`src/rtl/pmc_pkg.sv`:
```
package pmc_pkg;

    typedef enum logic [2:0] {
        PM_HIGH   = 3'd0,
        PM_MED    = 3'd1,
        PM_SUB    = 3'd2,
        PM_WATCH  = 3'd3,
        PM_SETTLE = 3'd4,
        PM_HWSTBY = 3'd5
    } pm_mode_e;

    typedef struct packed {
        logic cpu;
        logic periph;
        logic wdt;
    } clk_en_t;

    localparam int SETTLE_MAX = 16384;
    localparam int SETTLE_W   = $clog2(SETTLE_MAX + 1);

    // Settling length in reference-clock cycles for each select code.
    function automatic logic [SETTLE_W-1:0] settle_cycles(input logic [2:0] sel);
        logic [SETTLE_W-1:0] one;
        one = SETTLE_W'(1);
        case (sel)
            3'd0:    return one << 3;
            3'd1:    return one << 5;
            3'd2:    return one << 7;
            3'd3:    return one << 9;
            3'd4:    return one << 10;
            3'd5:    return one << 11;
            3'd6:    return one << 13;
            default: return one << 14;
        endcase
    endfunction

    function automatic logic watch_allowed(input logic ssel, input logic dxfer, input logic wsel);
        return ssel && !dxfer && wsel;
    endfunction

endpackage

```
`src/rtl/pmc_wake_qual.sv`:
```
module pmc_wake_qual #(
    parameter int NUM_EXT = 5
) (
    input  logic               nmi_i,
    input  logic               wdt_ovf_i,
    input  logic               wdt_ovf_en_i,
    input  logic               irq_mask_i,
    input  logic [NUM_EXT-1:0] ext_irq_i,
    input  logic [NUM_EXT-1:0] ext_irq_en_i,
    output logic               wake_o
);
    logic [NUM_EXT-1:0] ext_hit;
    logic               periph_hit;

    for (genvar i = 0; i < NUM_EXT; i++) begin : g_ext
        assign ext_hit[i] = ext_irq_i[i] & ext_irq_en_i[i];
    end

    assign periph_hit = wdt_ovf_i & wdt_ovf_en_i & ~irq_mask_i;
    assign wake_o     = nmi_i | periph_hit | (|ext_hit);
endmodule

```
`src/rtl/pmc_settle_timer.sv`:
```
module pmc_settle_timer #(
    parameter int W = 15
) (
    input  logic         clk,
    input  logic         rst,
    input  logic         load_i,
    input  logic [W-1:0] len_i,
    input  logic         run_i,
    output logic         done_o
);
    logic [W-1:0] cnt_q;

    always_ff @(posedge clk) begin
        if (rst) begin
            cnt_q <= '0;
        end else if (load_i) begin
            cnt_q <= len_i - W'(1);
        end else if (run_i && cnt_q != '0) begin
            cnt_q <= cnt_q - W'(1);
        end
    end

    assign done_o = run_i && (cnt_q == '0);
endmodule

```
`src/rtl/pmc_clk_gate.sv`:
```
module pmc_clk_gate
    import pmc_pkg::*;
(
    input  pm_mode_e mode_i,
    output clk_en_t  en_o
);
    always_comb begin
        case (mode_i)
            PM_WATCH, PM_SETTLE: en_o = '{cpu: 1'b0, periph: 1'b0, wdt: 1'b1};
            PM_HWSTBY:           en_o = '{cpu: 1'b0, periph: 1'b0, wdt: 1'b0};
            default:             en_o = '{cpu: 1'b1, periph: 1'b1, wdt: 1'b1};
        endcase
    end
endmodule

```
`src/rtl/pwr_mode_ctrl.sv`:
```
module pwr_mode_ctrl
    import pmc_pkg::*;
#(
    parameter int NUM_EXT = 5
) (
    input  logic               clk,
    input  logic               rst,
    input  logic               stby_n_i,
    input  logic               sleep_req_i,
    input  logic               stby_sel_i,
    input  logic               direct_xfer_i,
    input  logic               wdt_clk_sel_i,
    input  logic               low_spd_sel_i,
    input  logic               med_sel_i,
    input  logic [2:0]         settle_sel_i,
    input  logic               nmi_i,
    input  logic               wdt_ovf_i,
    input  logic               wdt_ovf_en_i,
    input  logic               irq_mask_i,
    input  logic [NUM_EXT-1:0] ext_irq_i,
    input  logic [NUM_EXT-1:0] ext_irq_en_i,
    output logic               cpu_clk_en_o,
    output logic               periph_clk_en_o,
    output logic               wdt_clk_en_o,
    output logic [2:0]         mode_o,
    output logic               irq_start_o
);
    pm_mode_e state_q, state_d;
    pm_mode_e tgt_q, tgt_d;
    logic     irq_q, irq_d;
    logic     wake;
    logic     load;
    logic     settle_done;
    clk_en_t  en;

    pmc_wake_qual #(.NUM_EXT(NUM_EXT)) u_wake (
        .nmi_i        (nmi_i),
        .wdt_ovf_i    (wdt_ovf_i),
        .wdt_ovf_en_i (wdt_ovf_en_i),
        .irq_mask_i   (irq_mask_i),
        .ext_irq_i    (ext_irq_i),
        .ext_irq_en_i (ext_irq_en_i),
        .wake_o       (wake)
    );

    pmc_settle_timer #(.W(SETTLE_W)) u_timer (
        .clk    (clk),
        .rst    (rst),
        .load_i (load),
        .len_i  (settle_cycles(settle_sel_i)),
        .run_i  (state_q == PM_SETTLE),
        .done_o (settle_done)
    );

    pmc_clk_gate u_gate (
        .mode_i (state_q),
        .en_o   (en)
    );

    always_comb begin
        state_d = state_q;
        tgt_d   = tgt_q;
        irq_d   = 1'b0;
        load    = 1'b0;
        case (state_q)
            PM_HIGH, PM_SUB: begin
                if (sleep_req_i && watch_allowed(stby_sel_i, direct_xfer_i, wdt_clk_sel_i))
                    state_d = PM_WATCH;
            end
            PM_WATCH: begin
                if (wake) begin
                    if (low_spd_sel_i) begin
                        state_d = PM_SUB;
                        irq_d   = 1'b1;
                    end else begin
                        state_d = PM_SETTLE;
                        load    = 1'b1;
                        tgt_d   = med_sel_i ? PM_MED : PM_HIGH;
                    end
                end
            end
            PM_SETTLE: begin
                if (settle_done) begin
                    state_d = tgt_q;
                    irq_d   = 1'b1;
                end
            end
            default: ;
        endcase
    end

    always_ff @(posedge clk) begin
        if (!stby_n_i) begin
            state_q <= PM_HWSTBY;
            irq_q   <= 1'b0;
        end else if (rst) begin
            state_q <= PM_HIGH;
            tgt_q   <= PM_HIGH;
            irq_q   <= 1'b0;
        end else begin
            state_q <= state_d;
            tgt_q   <= tgt_d;
            irq_q   <= irq_d;
        end
    end

    assign cpu_clk_en_o    = en.cpu;
    assign periph_clk_en_o = en.periph;
    assign wdt_clk_en_o    = en.wdt;
    assign mode_o          = state_q;
    assign irq_start_o     = irq_q;
endmodule

```
`config.mk`:
```
export PLATFORM = sky130hd
export DESIGN_NAME = pwr_mode_ctrl
export DESIGN_NICKNAME = d
export VERILOG_FILES = /design/src/rtl/pmc_pkg.sv /design/src/rtl/pmc_wake_qual.sv /design/src/rtl/pmc_settle_timer.sv /design/src/rtl/pmc_clk_gate.sv /design/src/rtl/pwr_mode_ctrl.sv
export SDC_FILE = /design/constraint.sdc
export NUM_CORES = 1
export LEC_CHECK = 0
export ABC_AREA = 1
export BUFFER_PORTS_ARGS = -buffer_cell sky130_fd_sc_hd__buf_2
export CELL_PAD_IN_SITES_DETAIL_PLACEMENT = 0
export CELL_PAD_IN_SITES_GLOBAL_PLACEMENT = 1
export CORE_UTILIZATION = 34
export CTS_CLUSTER_DIAMETER = 60
export DETAILED_ROUTE_END_ITERATION = 10
export PLACE_DENSITY_LB_ADDON = 0.1
export SLEW_MARGIN = 0
export SYNTH_ARGS = -nofsm -noshare
export SYNTH_HDL_FRONTEND = slang
export SYNTH_SLANG_ARGS = --single-unit
```
`constraint.sdc`:
```
create_clock -name clk -period 2.1 [get_ports clk]
set_clock_uncertainty 0.15 [all_clocks]
set_input_delay 0.315 -clock clk [delete_from_list [all_inputs] [get_ports clk]]
set_output_delay 0.315 -clock clk [all_outputs]
set_load 0.05 [all_outputs]
```
==> impl_metrics.py <==
metrics = {
    "outcome": {
        "status": "completed",
    },
    "synthesis": {
        "synth-compound-area-share_pct": 13.1,
        "synth_top_family_by_area": "simple AND/OR/NAND/NOR gates",
        "syn_inst": 235,
        "ys_async_sr_fraction_pct": 0,
        "yosysTopAreaCell": "dfxtp_1",
        "synth-simple-area-share_pct": 47.2,
        "synth_area_sq_um": 1530,
        "synth.most_common_cell": "nand2_1",
        "synth.area.top_cells": "dfxtp_1 (25%), nand2_1 (13%), nand3_1 (9.5%), inv_1 (7.3%), nor2_1 (4.9%)",
        "synth_edf_count": 1,
        "ys.flop_type": "dfxtp_1",
        "synth.top_cell.area_share_pct": 24.8,
        "synth_seq_cells": 20,
        "syn_nets": 262,
        "ys_seq_area_share_pct": 26.8,
        "muxShareOfSynthArea_pct": 0,
        "yosysWarningCount": 0,
        "synth_fa_ha_area_share_pct": 0.816,
        "yosys-top-cells-count": "nand2_1 (55), inv_1 (30), nand3_1 (29)",
        "synth.lib_cells_used.distinct": 40,
        "synth-xor-area-share_pct": 0.571,
        "avgSynthCellArea_sq_um": 6.53,
    },
    "setup_path": {
        "rr_endpoint": "u_timer.cnt_q[10]$_SDFFE_PP0P_",
        "r2r_cells": 15,
        "slowest_delay_ns": 0.37,
        "crit_chain": "inv_4 -> nand3_4 -> nor2_8 -> nand2_8 -> nand2_4 -> ha_4 -> inv_2 -> a21oi_4 -> nand2_2 -> nor2_4 -> nand2_2 -> nand2_1 -> nand2_1 -> o21bai_1 -> inv_1",
        "startpoint": "mode_o[2]$_SDFFE_PN1P_",
        "startpoint_type": "flip-flop",
        "cpLargestDelayFamily": "simple AND/OR/NAND/NOR gates",
        "cp-end-kind": "flip-flop",
        "worst-endpoint-required_ns": 2.11,
        "path_buf_inv": 3,
        "crit_fanout": 9,
        "reg2reg_slack_ns": 0.12,
        "crit_slowest_cell": "dfxtp_4",
        "crit_arrival_ns": 1.99,
        "crit_cells": 15,
        "critPathKind": "flip-flop to flip-flop",
        "worstReg2RegStart": "mode_o[2]$_SDFFE_PN1P_",
        "timing.critical_path.to": "u_timer.cnt_q[10]$_SDFFE_PP0P_",
    },
    "clock_tree": {
        "clk_pin_slew_ns": 0.08,
        "clockBufferDepth": 2,
        "cts.root.buffer_cell": "clkbuf_8",
        "htreeDepth": 1,
        "clock-sinks": 20,
        "cts_buffers": 3,
        "clock_latency_ns": 0.26,
        "cts_tree": "yes",
        "hold_buffers": 0,
    },
    "placed_design": {
        "place_hpwl_mm": 3.03,
        "dp_cells": 321,
        "place.gp.congestion": 0.824,
        "place_ws_ns": 0.0300,
        "io_buffers": 32,
    },
    "finish": {
        "fillers": 471,
        "layout.nets": 303,
        "fin_cells": 327,
        "area_delta_synth_final_pct": 24.9,
        "n_antenna_cell": 0,
        "drive_gt1_share_pct": 29.8,
    },
    "die": {
        "die_h_microns": 69.2,
        "start_util_pct": 35.2,
        "die_area_sq_um": 4780,
        "die_width_microns": 69.2,
        "design.portCount": 33,
        "coreArea_sq_um": 4350,
        "fp-row-count": 24,
    },
    "sta": {
        "layout_min_cycle_time_ns": 1.98,
        "setup_violations": 0,
        "hold_viol": 0,
        "holdWs_ns": 0.121,
        "drv_slew": 0,
        "layout_setup_ws_ns": 0.121,
        "fin_crit_sh_pct": 94.2,
        "max_clock_freq_mhz": 505,
        "relSlewSlack_pct": 71.0,
        "worst_slew_pin_slew_ns": 0.435,
        "grt_setup_unrepaired": "yes",
    },
    "route": {
        "drt_drc_violations_left": 0,
        "routed-via-count": 1539,
        "dr.pass1.iters": 4,
        "routedWlPerCell_microns": 11.5,
        "drt-total-wl_mm": 3.76,
        "via_per_inst": 4.71,
        "antenna_left": 0,
        "drtIter0Drc": 107,
    },
    "power_and_ir_drop": {
        "vdd_drop_max_uv": 481,
        "power_density_nw_per_um2": 1040,
        "leakagePower_nw": 1.01,
    },
    "grt": {
        "antenna_found_initial": 0,
        "grt-ovfl-total": 0,
        "grt_pass1_wl_mm": 6.33,
        "grt_pass1_vias": 1392,
        "grt_max_degree": 15,
        "grt.total_usage_pct": 16.4,
    },
    "run": {
        "max-cap-violations": 0,
    },
    "hold_path": {
        "hold_class": "primary input to flip-flop",
        "hp-start": "stby_n_i",
    },
}
==> stage by stage <==
| stage | cell area [sq um] | power, mW | setup TNS (ns) | utilization [%] |
|---|---|---|---|---|
| 6_report | 1920 | 1.99 | 0 | 44.0 |
| 5_1_grt | 1920 | 2.15 | -0.0439 | 44.0 |
| 4_1_cts | 1890 | 1.97 | 0 | 43.4 |
| 3_5_place_dp | 1820 | 1.57 | 0 | 41.8 |
| 3_3_place_gp | 1820 | 1.59 | 0 | 41.8 |
| 2_1_floorplan | 1580 | 1.34 | -0.00663 | - |
==> cell usage in the layout, fill, tap and decap left out, types with 2 or more instances in the layout <==
cell type  instances
dfxtp_4            3
nand2_1           53
nor3_1             6
nand3_1           29
nand2_4            4
inv_2              3
o21bai_1           2
o21a_1             2
nor2_1            18
a21oi_1           10
buf_4             11
nor2_4             3
inv_1             29
nand3_4            2
dfxtp_1           16
nand4_1            3
o21ai_0           11
nand2_2            7
nor2_2             4
buf_2             32
nand3b_1           3
clkbuf_8           3
==> routing by layer <==
layer / global-route usage, % / part of all wire [%]
met1: 22.3 / 50
met2: 26.9 / 46
met3: 3.20 / 3.4
met4: 3.40 / 0.67
met5: 0 / 0
==> what timing repair did <==
| item | CTS | global route |
|---|---|---|
| setup endpoints to repair | 0 | 6 |
| resized for setup | 0 | 2 |
| buffers inserted | 0 | 2 |
==> worst register-to-register path, stage by stage (launching register included) <==
cell      delay (ns)
dfxtp_4         0.37
inv_4           0.06
nand3_4         0.10
nor2_8          0.13
nand2_8         0.09
nand2_4         0.08
ha_4            0.12
inv_2           0.04
a21oi_4         0.11
nand2_2         0.10
nor2_4          0.15
nand2_2         0.10
nand2_1         0.07
nand2_1         0.04
o21bai_1        0.12
inv_1           0.05
==> flip-flops by register name, indices dropped and copies added (netlist names) <==
signal and flops:
tgt_q 1, mode_o 3, u_timer.cnt_q 15, irq_start_o 1
==> how the worst min path moves through the flow <==
stage / end / slack, ns / depth (start not counted)
floorplan: mode_o[2]$_SDFFE_PN1P_ / 0.24 / 1
global placement: mode_o[1]$_SDFFE_PP0P_ / 0.35 / 2
detailed placement: mode_o[1]$_SDFFE_PP0P_ / 0.35 / 2
CTS: mode_o[2]$_SDFFE_PN1P_ / 0.11 / 2
global route: mode_o[2]$_SDFFE_PN1P_ / 0.12 / 2
finish: mode_o[2]$_SDFFE_PN1P_ / 0.12 / 2
==> cells by family (layout without fill, tap and decap cells) <==
group / Yosys count / count (layout)
DFF: 20 / 20
xor gates and xnor gates: 1 / 1
and+or+nand+nor: 140 / 140
buffers and inverters: 40 / 80
AOI/OAI and AO/OA: 33 / 33
adders and majority gates: 1 / 1
==> area by class of cell <==
type | instances | area (sq um) | share of cell area, %
clock inverter | 1 | 30.0 | 1.57
inverter | 33 | 126 | 6.60
multi-input combinational | 175 | 988 | 51.6
timing repair buffer | 43 | 243 | 12.7
tap | 52 | 65.1 | 3.40
sequential | 20 | 422 | 22.0
clock buffer | 3 | 41.3 | 2.16
==> report_power, final <==
| group | internal (mW) | total [mW] | switching [mW] |
|---|---|---|---|
| Sequential | 0.459 | 0.528 | 0.0694 |
| Combinational | 0.400 | 1.07 | 0.669 |
| Clock | 0.255 | 0.393 | 0.139 |
Note: power is estimated with default switching activity, not from simulation.
